==> src/rtl/hptw_pkg.sv <==
package hptw_pkg;
    parameter int VPN_W       = 20;
    parameter int PID_W       = 8;
    parameter int PPN_W       = 16;
    parameter int OFF_W       = 12;
    parameter int IDX_W       = 6;
    parameter int WAYS        = 8;
    parameter int ADDR_W      = 32;
    parameter int ENTRY_BYTES = 8;

    localparam int WAY_W     = $clog2(WAYS);
    localparam int ENTRY_SH  = $clog2(ENTRY_BYTES);
    localparam int SLOT_SH   = ENTRY_SH + WAY_W;
    localparam int KEY_W     = PID_W + VPN_W;
    localparam int FOLD_N    = (KEY_W + IDX_W - 1) / IDX_W;
    localparam int KEY_PAD_W = FOLD_N * IDX_W;
    localparam int PA_W      = PPN_W + OFF_W;

    // Entry word as stored in memory, valid bit on top.
    typedef struct packed {
        logic             valid;
        logic [PID_W-1:0] pid;
        logic [VPN_W-1:0] vpn;
        logic [PPN_W-1:0] ppn;
    } pte_t;

    localparam int PTE_W = $bits(pte_t);

    // Request captured for the duration of a walk.
    typedef struct packed {
        logic [PID_W-1:0] pid;
        logic [VPN_W-1:0] vpn;
        logic [OFF_W-1:0] off;
    } xlat_req_t;

    typedef enum logic [1:0] {
        W_IDLE,
        W_ISSUE,
        W_WAIT,
        W_DONE
    } walk_state_e;

    // Primary index: XOR fold of the zero-padded key in IDX_W chunks.
    function automatic logic [IDX_W-1:0] fold_hash(
        input logic [PID_W-1:0] pid,
        input logic [VPN_W-1:0] vpn
    );
        logic [KEY_PAD_W-1:0] key;
        logic [IDX_W-1:0]     acc;
        key = KEY_PAD_W'({pid, vpn});
        acc = '0;
        for (int i = 0; i < FOLD_N; i++) begin
            acc = acc ^ key[i*IDX_W +: IDX_W];
        end
        return acc;
    endfunction

    // Secondary index: complement of the primary within the index width.
    function automatic logic [IDX_W-1:0] alt_hash(input logic [IDX_W-1:0] prim);
        return ~prim;
    endfunction
endpackage

==> src/rtl/hptw_addr_gen.sv <==
module hptw_addr_gen
    import hptw_pkg::*;
(
    input  logic [ADDR_W-1:0] base,
    input  logic [PID_W-1:0]  pid,
    input  logic [VPN_W-1:0]  vpn,
    input  logic              use_alt,
    input  logic [WAY_W-1:0]  way,
    output logic [ADDR_W-1:0] entry_addr
);
    logic [IDX_W-1:0] prim_idx;
    logic [IDX_W-1:0] slot_idx;

    always_comb begin
        prim_idx   = fold_hash(pid, vpn);
        slot_idx   = use_alt ? alt_hash(prim_idx) : prim_idx;
        entry_addr = base
                   + (ADDR_W'(slot_idx) << SLOT_SH)
                   + (ADDR_W'(way) << ENTRY_SH);
    end
endmodule

==> src/rtl/hptw_tag_cmp.sv <==
module hptw_tag_cmp
    import hptw_pkg::*;
(
    input  logic [PTE_W-1:0] entry_word,
    input  logic [PID_W-1:0] pid,
    input  logic [VPN_W-1:0] vpn,
    output logic             match,
    output logic [PPN_W-1:0] ppn
);
    pte_t entry;

    always_comb begin
        entry = pte_t'(entry_word);
        match = entry.valid && (entry.pid == pid) && (entry.vpn == vpn);
        ppn   = entry.ppn;
    end
endmodule

==> src/rtl/hptw_ctrl.sv <==
module hptw_ctrl
    import hptw_pkg::*;
(
    input  logic              clk,
    input  logic              rst,
    input  logic [ADDR_W-1:0] tbl_base,
    input  logic              req_valid,
    output logic              req_ready,
    input  xlat_req_t         req_in,
    output logic              mem_req,
    input  logic              mem_rsp_valid,
    input  logic              entry_match,
    input  logic [PPN_W-1:0]  entry_ppn,
    output xlat_req_t         cur_req,
    output logic [ADDR_W-1:0] cur_base,
    output logic [WAY_W-1:0]  cur_way,
    output logic              cur_alt,
    output logic              rsp_valid,
    output logic              rsp_hit,
    output logic [PPN_W-1:0]  rsp_ppn,
    output logic [PA_W-1:0]   rsp_paddr
);
    localparam logic [WAY_W-1:0] LAST_WAY = WAY_W'(WAYS - 1);

    walk_state_e      st_q;
    logic             hit_q;
    logic [PPN_W-1:0] ppn_q;

    always_ff @(posedge clk) begin
        if (rst) begin
            st_q     <= W_IDLE;
            cur_req  <= '0;
            cur_base <= '0;
            cur_way  <= '0;
            cur_alt  <= 1'b0;
            hit_q    <= 1'b0;
            ppn_q    <= '0;
        end else begin
            unique case (st_q)
                W_IDLE: begin
                    if (req_valid) begin
                        cur_req  <= req_in;
                        cur_base <= tbl_base;
                        cur_way  <= '0;
                        cur_alt  <= 1'b0;
                        hit_q    <= 1'b0;
                        ppn_q    <= '0;
                        st_q     <= W_ISSUE;
                    end
                end
                W_ISSUE: st_q <= W_WAIT;
                W_WAIT: begin
                    if (mem_rsp_valid) begin
                        if (entry_match) begin
                            hit_q <= 1'b1;
                            ppn_q <= entry_ppn;
                            st_q  <= W_DONE;
                        end else if (cur_way != LAST_WAY) begin
                            cur_way <= cur_way + 1'b1;
                            st_q    <= W_ISSUE;
                        end else if (!cur_alt) begin
                            cur_alt <= 1'b1;
                            cur_way <= '0;
                            st_q    <= W_ISSUE;
                        end else begin
                            st_q <= W_DONE;
                        end
                    end
                end
                W_DONE: st_q <= W_IDLE;
                default: st_q <= W_IDLE;
            endcase
        end
    end

    always_comb begin
        req_ready = (st_q == W_IDLE);
        mem_req   = (st_q == W_ISSUE);
        rsp_valid = (st_q == W_DONE);
        rsp_hit   = hit_q;
        rsp_ppn   = hit_q ? ppn_q : '0;
        rsp_paddr = {rsp_ppn, cur_req.off};
    end

    AST_ONE_READ_OUTSTANDING: assert property (@(posedge clk) disable iff (rst)
        mem_req |=> !mem_req);
    AST_NO_READ_WHEN_IDLE: assert property (@(posedge clk) disable iff (rst)
        req_ready |-> !mem_req);
    AST_BUSY_AFTER_ACCEPT: assert property (@(posedge clk) disable iff (rst)
        (req_valid && req_ready) |=> !req_ready);
    AST_RSP_SINGLE_PULSE: assert property (@(posedge clk) disable iff (rst)
        rsp_valid |=> !rsp_valid);
    AST_MISS_AFTER_BOTH_SLOTS: assert property (@(posedge clk) disable iff (rst)
        (rsp_valid && !rsp_hit) |-> (cur_alt && cur_way == LAST_WAY));
endmodule

==> src/rtl/hpt_walker.sv <==
module hpt_walker
    import hptw_pkg::*;
(
    input  logic              clk,
    input  logic              rst,
    input  logic [ADDR_W-1:0] tbl_base,
    input  logic              req_valid,
    output logic              req_ready,
    input  logic [VPN_W-1:0]  req_vpn,
    input  logic [PID_W-1:0]  req_pid,
    input  logic [OFF_W-1:0]  req_off,
    output logic              mem_req,
    output logic [ADDR_W-1:0] mem_addr,
    input  logic              mem_rsp_valid,
    input  logic [PTE_W-1:0]  mem_rsp_data,
    output logic              rsp_valid,
    output logic              rsp_hit,
    output logic [PPN_W-1:0]  rsp_ppn,
    output logic [PA_W-1:0]   rsp_paddr,
    output logic [WAY_W-1:0]  rsp_way,
    output logic              rsp_secondary
);
    xlat_req_t         req_in;
    xlat_req_t         cur_req;
    logic [ADDR_W-1:0] cur_base;
    logic [WAY_W-1:0]  cur_way;
    logic              cur_alt;
    logic              entry_match;
    logic [PPN_W-1:0]  entry_ppn;

    assign req_in = '{pid: req_pid, vpn: req_vpn, off: req_off};

    hptw_ctrl u_ctrl (
        .clk           (clk),
        .rst           (rst),
        .tbl_base      (tbl_base),
        .req_valid     (req_valid),
        .req_ready     (req_ready),
        .req_in        (req_in),
        .mem_req       (mem_req),
        .mem_rsp_valid (mem_rsp_valid),
        .entry_match   (entry_match),
        .entry_ppn     (entry_ppn),
        .cur_req       (cur_req),
        .cur_base      (cur_base),
        .cur_way       (cur_way),
        .cur_alt       (cur_alt),
        .rsp_valid     (rsp_valid),
        .rsp_hit       (rsp_hit),
        .rsp_ppn       (rsp_ppn),
        .rsp_paddr     (rsp_paddr)
    );

    hptw_addr_gen u_addr (
        .base       (cur_base),
        .pid        (cur_req.pid),
        .vpn        (cur_req.vpn),
        .use_alt    (cur_alt),
        .way        (cur_way),
        .entry_addr (mem_addr)
    );

    hptw_tag_cmp u_cmp (
        .entry_word (mem_rsp_data),
        .pid        (cur_req.pid),
        .vpn        (cur_req.vpn),
        .match      (entry_match),
        .ppn        (entry_ppn)
    );

    assign rsp_way       = cur_way;
    assign rsp_secondary = cur_alt;
endmodule

==> config.mk <==
export PLATFORM = sky130hd
export DESIGN_NAME = hpt_walker
export DESIGN_NICKNAME = d
export VERILOG_FILES = /design/src/rtl/hptw_pkg.sv /design/src/rtl/hptw_addr_gen.sv /design/src/rtl/hptw_tag_cmp.sv /design/src/rtl/hptw_ctrl.sv /design/src/rtl/hpt_walker.sv
export SDC_FILE = /design/constraint.sdc
export NUM_CORES = 1
export LEC_CHECK = 0
export ABC_CLOCK_PERIOD_IN_PS = 6200
export CAP_MARGIN = 20
export CORE_MARGIN = 1
export CORE_UTILIZATION = 48
export CTS_BUF_LIST = sky130_fd_sc_hd__clkbuf_4 sky130_fd_sc_hd__clkbuf_8 sky130_fd_sc_hd__clkbuf_16
export CTS_CLUSTER_SIZE = 20
export DETAILED_ROUTE_END_ITERATION = 6
export PLACE_DENSITY = 0.84
export SYNTH_ARGS = -nofsm -noshare
export SYNTH_HDL_FRONTEND = slang
export SYNTH_HIERARCHICAL = 1
export SYNTH_SLANG_ARGS = --single-unit
==> constraint.sdc <==
create_clock -name clk -period 6.2 [get_ports clk]
set_input_delay 0.62 -clock clk [delete_from_list [all_inputs] [get_ports clk]]
set_output_delay 0.62 -clock clk [all_outputs]
set_load 0.03 [all_outputs]
* After elaboration in Yosys (flattened, before gate mapping) *
Cells that the tools add are included.

operators by class
  $add $sub $neg = 3
  bitwise operators = 5
  eq/ne operators = 12
  reductions and logical operators = 9
  muxes and demuxes = 26

operators with widths
  kind                 count
  $mux 16              4
  $add 32x12->32       1
  $add 32x6->32        1
  $pmux 16 s2          1
  $eq 20x20->1         1
  $xor 6x6->6          3
  $mux 3               5
  $mux 2               5
  $ne 2x2->1 const B   5
  $reduce_and 5->1     2
  $eq 8x8->1           1
  $pmux 2 s4           1
  $mux 1               6
  $mux 6               1
  $ne 3x3->1 const B   2
  $not 6->6            1
  $pmux 3 s2           1
  $xor 6x4->6          1
  $eq 2x2->1 const B   2
  $pmux 1 s2           2
  $reduce_and 2->1     2
  $reduce_and 4->1     1
  $add 3x1->3 const B  1
  $eq 2x1->1 const B   1
  3 further kinds      4

word-level totals
  word-level logic and storage cells = 64
  input port bits = 121
  output and inout bits = 84
  bits in registers = 95

* Depth between registers and ports, before layout *
Gate-level depths: netlist of run 1.

  depth after elaboration = 8
  depth in mapped cells = 10
  gate-level depth less buffers = 9

* Modules after synthesis *
Netlist of run 1, hierarchy kept.

modules (own cells, without submodules)
  module         area an instance (µm²)  cells an instance  sequential area each (µm²)  times used
  hptw_ctrl      3779.9                  440                1901.8                      1
  hptw_addr_gen  1164.9                  149                0.0                         1
  hptw_tag_cmp   439.2                   54                 0.0                         1

* Worst setup path after synthesis of run 1 *
No wires, ideal clock.

  path type = flip-flop to output port
  start = reg u_ctrl.cur_alt
  end = out mem_addr[10]
  data required time = 5580 ps
  stages on the path, launching flop included = 9
  arrival time = 3411 ps
  path buffers = 1
  setup slack = 2169 ps
  cell sequence = dfxtp_1 clkbuf_1 xor2_1 xnor2_1 ha_1 a21o_1 a31o_2 o21a_1 o311ai_0

on the way
  longest elaborated chain between the ends = 3

RTL lines
  item                    RTL line             source
  start, declared         hptw_ctrl.sv:17      output logic cur_alt,
  start signal, assigned  hptw_ctrl.sv:35      cur_alt <= 1'b0;
  start signal, assigned  hptw_ctrl.sv:45      cur_alt <= 1'b0;
  start signal, assigned  hptw_ctrl.sv:62      cur_alt <= 1'b1;
  $mux 6                  hptw_addr_gen.sv:16  slot_idx = use_alt ? alt_hash(prim_idx) : prim_idx;
  $add 32x12->32          hptw_addr_gen.sv:18  + (ADDR_W'(slot_idx) << SLOT_SH)
  $add 32x6->32           hptw_addr_gen.sv:19  + (ADDR_W'(way) << ENTRY_SH);
  end, declared           hpt_walker.sv:13     output logic [ADDR_W-1:0] mem_addr,

Every way passes these cells.

* Worst setup path after layout of run 1 *
  start = reg u_ctrl.cur_alt
  end = out mem_addr[28]

Same word-level chain as after synthesis.

==> results of run 1 <==
==> power by group <==
group / total [mW] / internal [mW] / switching (mW)
registers: 0.675 / 0.642 / 0.0333
clock network: 0.469 / 0.255 / 0.213
logic: 0.472 / 0.219 / 0.253
==> per-layer routing <==
metal,part of all wire (%),up-vias,global-route usage (%)
li1,-,2400,-
met1,41,2264,29.3
met2,49,191,42.3
met3,6.7,26,4.72
met4,2.7,0,10.5
met5,0,-,0
==> Yosys cell counts, types with 7 or more instances <==
| library cell | number | area (µm²) |
|---|---|---|
| buf_8 | 7 | 105 |
| nor2_1 | 11 | 41.3 |
| ha_1 | 11 | 138 |
| xor2_1 | 31 | 272 |
| o21ai_0 | 8 | 40.0 |
| a21oi_1 | 82 | 410 |
| inv_1 | 10 | 37.5 |
| buf_4 | 55 | 413 |
| nand3_1 | 8 | 40.0 |
| dfxtp_1 | 95 | 1900 |
| nand2_1 | 154 | 578 |
| a211oi_1 | 7 | 52.6 |
| and2_1 | 17 | 106 |
| clkbuf_1 | 12 | 45.0 |
| xnor2_1 | 47 | 412 |
| a32o_1 | 16 | 160 |
==> flip-flops by register name, indices dropped and copies added, names as in the netlist <==
register / count
u_ctrl/cur_alt: 1
u_ctrl/cur_base: 32
u_ctrl/cur_req: 40
u_ctrl/cur_way: 3
u_ctrl/ppn_q: 16
u_ctrl/rsp_hit: 1
u_ctrl/st_q: 2
==> per-stage QoR <==
stage | total power [mW] | hold slack (ps) | util, % | cell area [µm²] | setup slack [ps]
finish | 1.62 | 457 | 66.5 | 7240 | 1910
global route | 1.70 | 474 | 66.5 | 7240 | 1740
CTS | 1.63 | 458 | 66.5 | 7240 | 1940
detailed placement | 1.16 | 446 | 64.4 | 7010 | 2370
global placement | 1.15 | 442 | 64.4 | 7010 | 2460
floorplan | 0.990 | 437 | - | 5380 | 2170
==> how the worst max path moves through the flow <==
stage	startpoint	to	slack [ps]	cells after the start
after floorplan	u_ctrl/cur_alt	mem_addr[10]	2170	8
after global placement	u_ctrl/cur_alt	mem_addr[16]	2460	10
after detailed placement	u_ctrl/cur_alt	mem_addr[24]	2370	10
after CTS	u_ctrl/cur_alt	mem_addr[24]	1940	10
after global routing	u_ctrl/cur_alt	mem_addr[16]	1740	10
final	u_ctrl/cur_alt	mem_addr[28]	1910	10
==> cell type report <==
cell class / count / share of cell area (%)
clock buffer: 12 / 2.19
clock inverter: 4 / 1.05
inverter: 10 / 0.518
multi-input combinational: 457 / 39.0
sequential: 95 / 26.3
tap: 140 / 2.42
timing repair buffer: 208 / 28.5
==> kinds of logic after synthesis <==
group / Yosys count / synth area share (%)
muxes: 1 / 0.186
DFF: 95 / 35.3
xor gates and xnor gates: 78 / 12.7
and+or+nand+nor: 225 / 19.1
AOI/OAI and AO/OA: 141 / 17.5
adders and majority gates: 12 / 2.93
buffers and inverters: 91 / 12.3
==> critical path, stage by stage, from the launching register on <==
cell	delay, ps
dfxtp_1	610
xnor2_1	190
xnor2_1	150
xnor2_1	150
ha_1	300
nand2_1	90
nor2_1	50
a211oi_2	640
a211oi_1	200
xor2_1	200
clkdlybuf4s50_1	710
==> metrics.cfg, run 1 <==
[final_layout]
area_delta_synth_final_pct = 34.5
layout_commonest_cell = clkdlybuf4s50_1
seq_area_mm2 = 0.00190
fill_cells = 909
drive_gt1_share_pct = 4.71
instances_no_fill = 926
antenna_cells = 0
fin_nets = 914
multi_input_area_mm2 = 0.00283
mostFrequentLayoutCells = clkdlybuf4s50_1, nand2_1, dfxtp_1

[synthesis]
ys_ff_latch = 95
synth.distinct_cells = 52
synth-edff-count = 0
syn-num-nets = 776
synth_area_mm2 = 0.00538
yosysSeqAreaShare_pct = 35.3
synthCells = 643
async_flop_share_pct = 0
yosysWarnings = 6
synth_ff_type = dfxtp_1
avgSynthCellArea_um2 = 8.37

[clocking]
cts_root_buf = clkbuf_8
cts.sinks = 95
cts_tree = yes
cts_inserted_buffers = 9
post_cts_buffers = 0
clock_latency_ps = 360
clk_pin_slew_ps = 90
clock_path_buffers = 2
htree_levels = 3
post_cts_resized = 0
cts_hold_buf = 0

[critical_path]
r2r-end = u_ctrl/ppn_q[9]
path_max_fanout = 11
crit_arrival_ps = 3670
critPathRequiredTime_ps = 5580
critPathLaunchType = flop
critPathCaptureType = primary output
r2r-start = u_ctrl/cur_req[17]
r2r_cells = 7
critPathKind = flop to primary output
r2r_slack_ps = 3600

[status]
status = complete, no violations

[placement]
hpwl_um = 10800
port-buffer-count = 204
place_congestion = 0.880
place_inst = 910

[power]
power_density_mw_per_mm2 = 223
peakVddDrop_mv = 0.151
p_leak_nw = 2.69

[route]
postRouteAntennaNets = 0
vias = 4881
drcViolationCount = 0
drt_iter0_drc = 227
wl_um = 14300
viasPerCell = 5.27
wl_per_cell_um = 15.4
firstDrtPassIters = 5

[worst_hold_path]
hold_end = u_ctrl/cur_req[4]
whs_path_depth = 2
hp-class = flop to flop
hold_start = u_ctrl/cur_req[4]

[global_route]
grtUsageTotal_pct = 24.4
grt_max_degree = 78
grt_pass1_wl_um = 22300
antenna_found_initial = 0
grt_pass1_vias = 4706
grt-ovfl-total = 0

[sta]
clock_skew_ps = 8.07
finalSetupTns_ps = 0
finalCritPeriodShare_pct = 69.2
fin_crit_ps = 4290
drv_slew = 0
slew_headroom_pct = 43.4
finalHoldViolCount = 0
fmax_mhz = 233
rsz0062_at_grt = no
setup_viol = 0
max_slew.worst_pin.slew_ps = 849

[floorplan]
dieArea_mm2 = 0.0116
ios = 205
die_y_um = 108
num_rows = 38
core_mm2 = 0.0109
start_util_pct = 49.4
die_w_um = 108

[job]
cap_violations = 0

Power figures use the tool's default switching activity.
==> run 2: changes to the inputs <==
Settings changed: ABC_CLOCK_PERIOD_IN_PS 6200 to 3860, CORE_UTILIZATION 48 to 40, PLACE_DENSITY 0.84 to 0.75.
Clock period 6.2 ns to 3.86 ns, I/O delays scaled along.
==> run 2 against run 1 <==
Die area increased by 20%; critical path depth decreased by 1; critical path type unchanged; design area increased by 2.5%; cell count increased by 4.1%; sequential share of layout area decreased by 0.64 points; sequential cell count unchanged; global-route usage decreased by 4.4 points; highest routed layer unchanged; hold slack got worse by 3.5 ps; sequential power increased by 60%.
==> metrics.cfg, run 2 (synthesis gave the netlist of run 1 again) <==
[final_layout]
layout_commonest_cell = clkdlybuf4s50_1
fill_cells = 1249
mostFrequentLayoutCells = clkdlybuf4s50_1, nand2_1, dfxtp_1
multi_input_area_mm2 = 0.00283
fin_nets = 916
drive_gt1_share_pct = 4.96
final_cell_area_mm2 = 0.00742
largest_register_ffs = 40
area_delta_synth_final_pct = 37.9
seq_area_mm2 = 0.00190
reg.largest.list = u_ctrl/cur_req: 40 flops, u_ctrl/cur_base: 32 flops, u_ctrl/ppn_q: 16 flops
regMostFlops = u_ctrl/cur_req

[global_route]
grt_pass1_wl_um = 22200
antenna_found_initial = 1
grt-ovfl-total = 0
grtUsageTotal_pct = 19.9
grt_max_degree = 77
grt_pass1_vias = 4458

[power]
power_density_mw_per_mm2 = 368
p_leak_nw = 3.03
peakVddDrop_mv = 0.228

[route]
firstDrtPassIters = 5
postRouteAntennaNets = 0
drt_iter0_drc = 223
wl_per_cell_um = 14.3
viasPerCell = 4.89
drcViolationCount = 0
wl_um = 13800
vias = 4716

[placement]
port-buffer-count = 204
hpwl_um = 10000
placed_area_mm2 = 0.00708
place_congestion = 0.827

[worst_hold_path]
hold_start = u_ctrl/cur_req[8]
hp-class = flop to flop

[clocking]
clock_path_buffers = 2
post_cts_buffers = 0
cts_root_buf = clkbuf_16
cts_inserted_buffers = 9
cts.sinks = 95
cts_tree = yes
cts_hold_buf = 0
clock_latency_ps = 350
clk_pin_slew_ps = 70
htree_levels = 3

[critical_path]
cp-startpoint = u_ctrl/cur_alt
critPathKind = flop to primary output
critPathLaunchType = flop
crit_buf_inv = 2
slowest_delay_ps = 690
critPathRequiredTime_ps = 3470
crit_top_cell = xnor2_1
r2r-start = u_ctrl/cur_req[17]
crit_arrival_ps = 3260
critical-path-top-delay-family = buffers and inverters
path_max_fanout = 7
cpMaxStageDelayCell = clkdlybuf4s50_1
critPathCaptureType = primary output
critical_path.cell_chain = buf_4, xor2_1, xnor2_1, ha_1, o2111ai_4, a211oi_4, nor2_1, xnor2_1, clkdlybuf4s50_1

[sta]
finalSetupTns_ps = 0
fmax_mhz = 274
fin_crit_ps = 3650
finalHoldViolCount = 0
slew_headroom_pct = 42.4
setup_viol = 0
clock_skew_ps = 8.93
rsz0062_at_grt = no
holdWs_ps = 453
max_slew.worst_pin.slew_ps = 863
finalCritPeriodShare_pct = 94.4
drv_slew = 0

[floorplan]
die_y_um = 118
dieArea_mm2 = 0.0139
die_w_um = 118
num_rows = 42
ios = 205
core_mm2 = 0.0132
start_util_pct = 40.8

[job]
cap_violations = 0

[status]
status = complete, no violations

[run 2: cell type report]
cell class	count	area share, %
antenna	1	0.0337
clock buffer	10	3.22
clock inverter	5	0.775
inverter	10	0.506
multi-input combinational	457	38.1
sequential	95	25.6
tap	176	2.97
timing repair buffer	210	28.8
[run 2: where the power goes]
part | internal [mW] | total [mW] | switching, mW
Combinational | 0.351 | 0.746 | 0.395
Clock | 0.517 | 0.902 | 0.385
Sequential | 1.03 | 1.08 | 0.0512
Total | 1.90 | 2.73 | 0.831
[run 2: path summary, 6_finish.rpt]
check | slack (ps) | endpoint | depth (start not counted)
min | 450 | u_ctrl/cur_req[8] | 2
max reg2reg | 1280 | u_ctrl/ppn_q[10] | 7
min reg2reg | 450 | u_ctrl/cur_req[8] | 2
max | 210 | mem_addr[19] | 9
[run 2: metal layers]
layer	wire (µm)	track usage, %	up-vias
li1	-	-	2400
met5	0	0	-
met3	923	5.33	17
met1	6060	25.2	2145
met4	258	6.97	0
met2	6580	32.5	154
[run 2: tightest hold or removal path, stage by stage (launching register included)]
cell and delay, ps:
dfxtp_1 310, nand2_1 50, a21oi_1 50
[run 2: what timing repair did]
| action | CTS | global route |
|---|---|---|
| endpoints found under the setup margin | 2 | 19 |
| resized for setup | 2 | 19 |
| pin swaps | 0 | 0 |
[run 2: metrics by stage]
step	power (mW)	setup slack [ps]	util, %	std cells
after floorplan	1.59	62.6	-	643
after global placement	1.86	385	53.7	948
after detailed placement	1.86	359	53.7	948
after CTS	2.77	24.3	55.9	963
after global routing	2.86	1.73	56.3	963
final	2.73	215	56.3	964
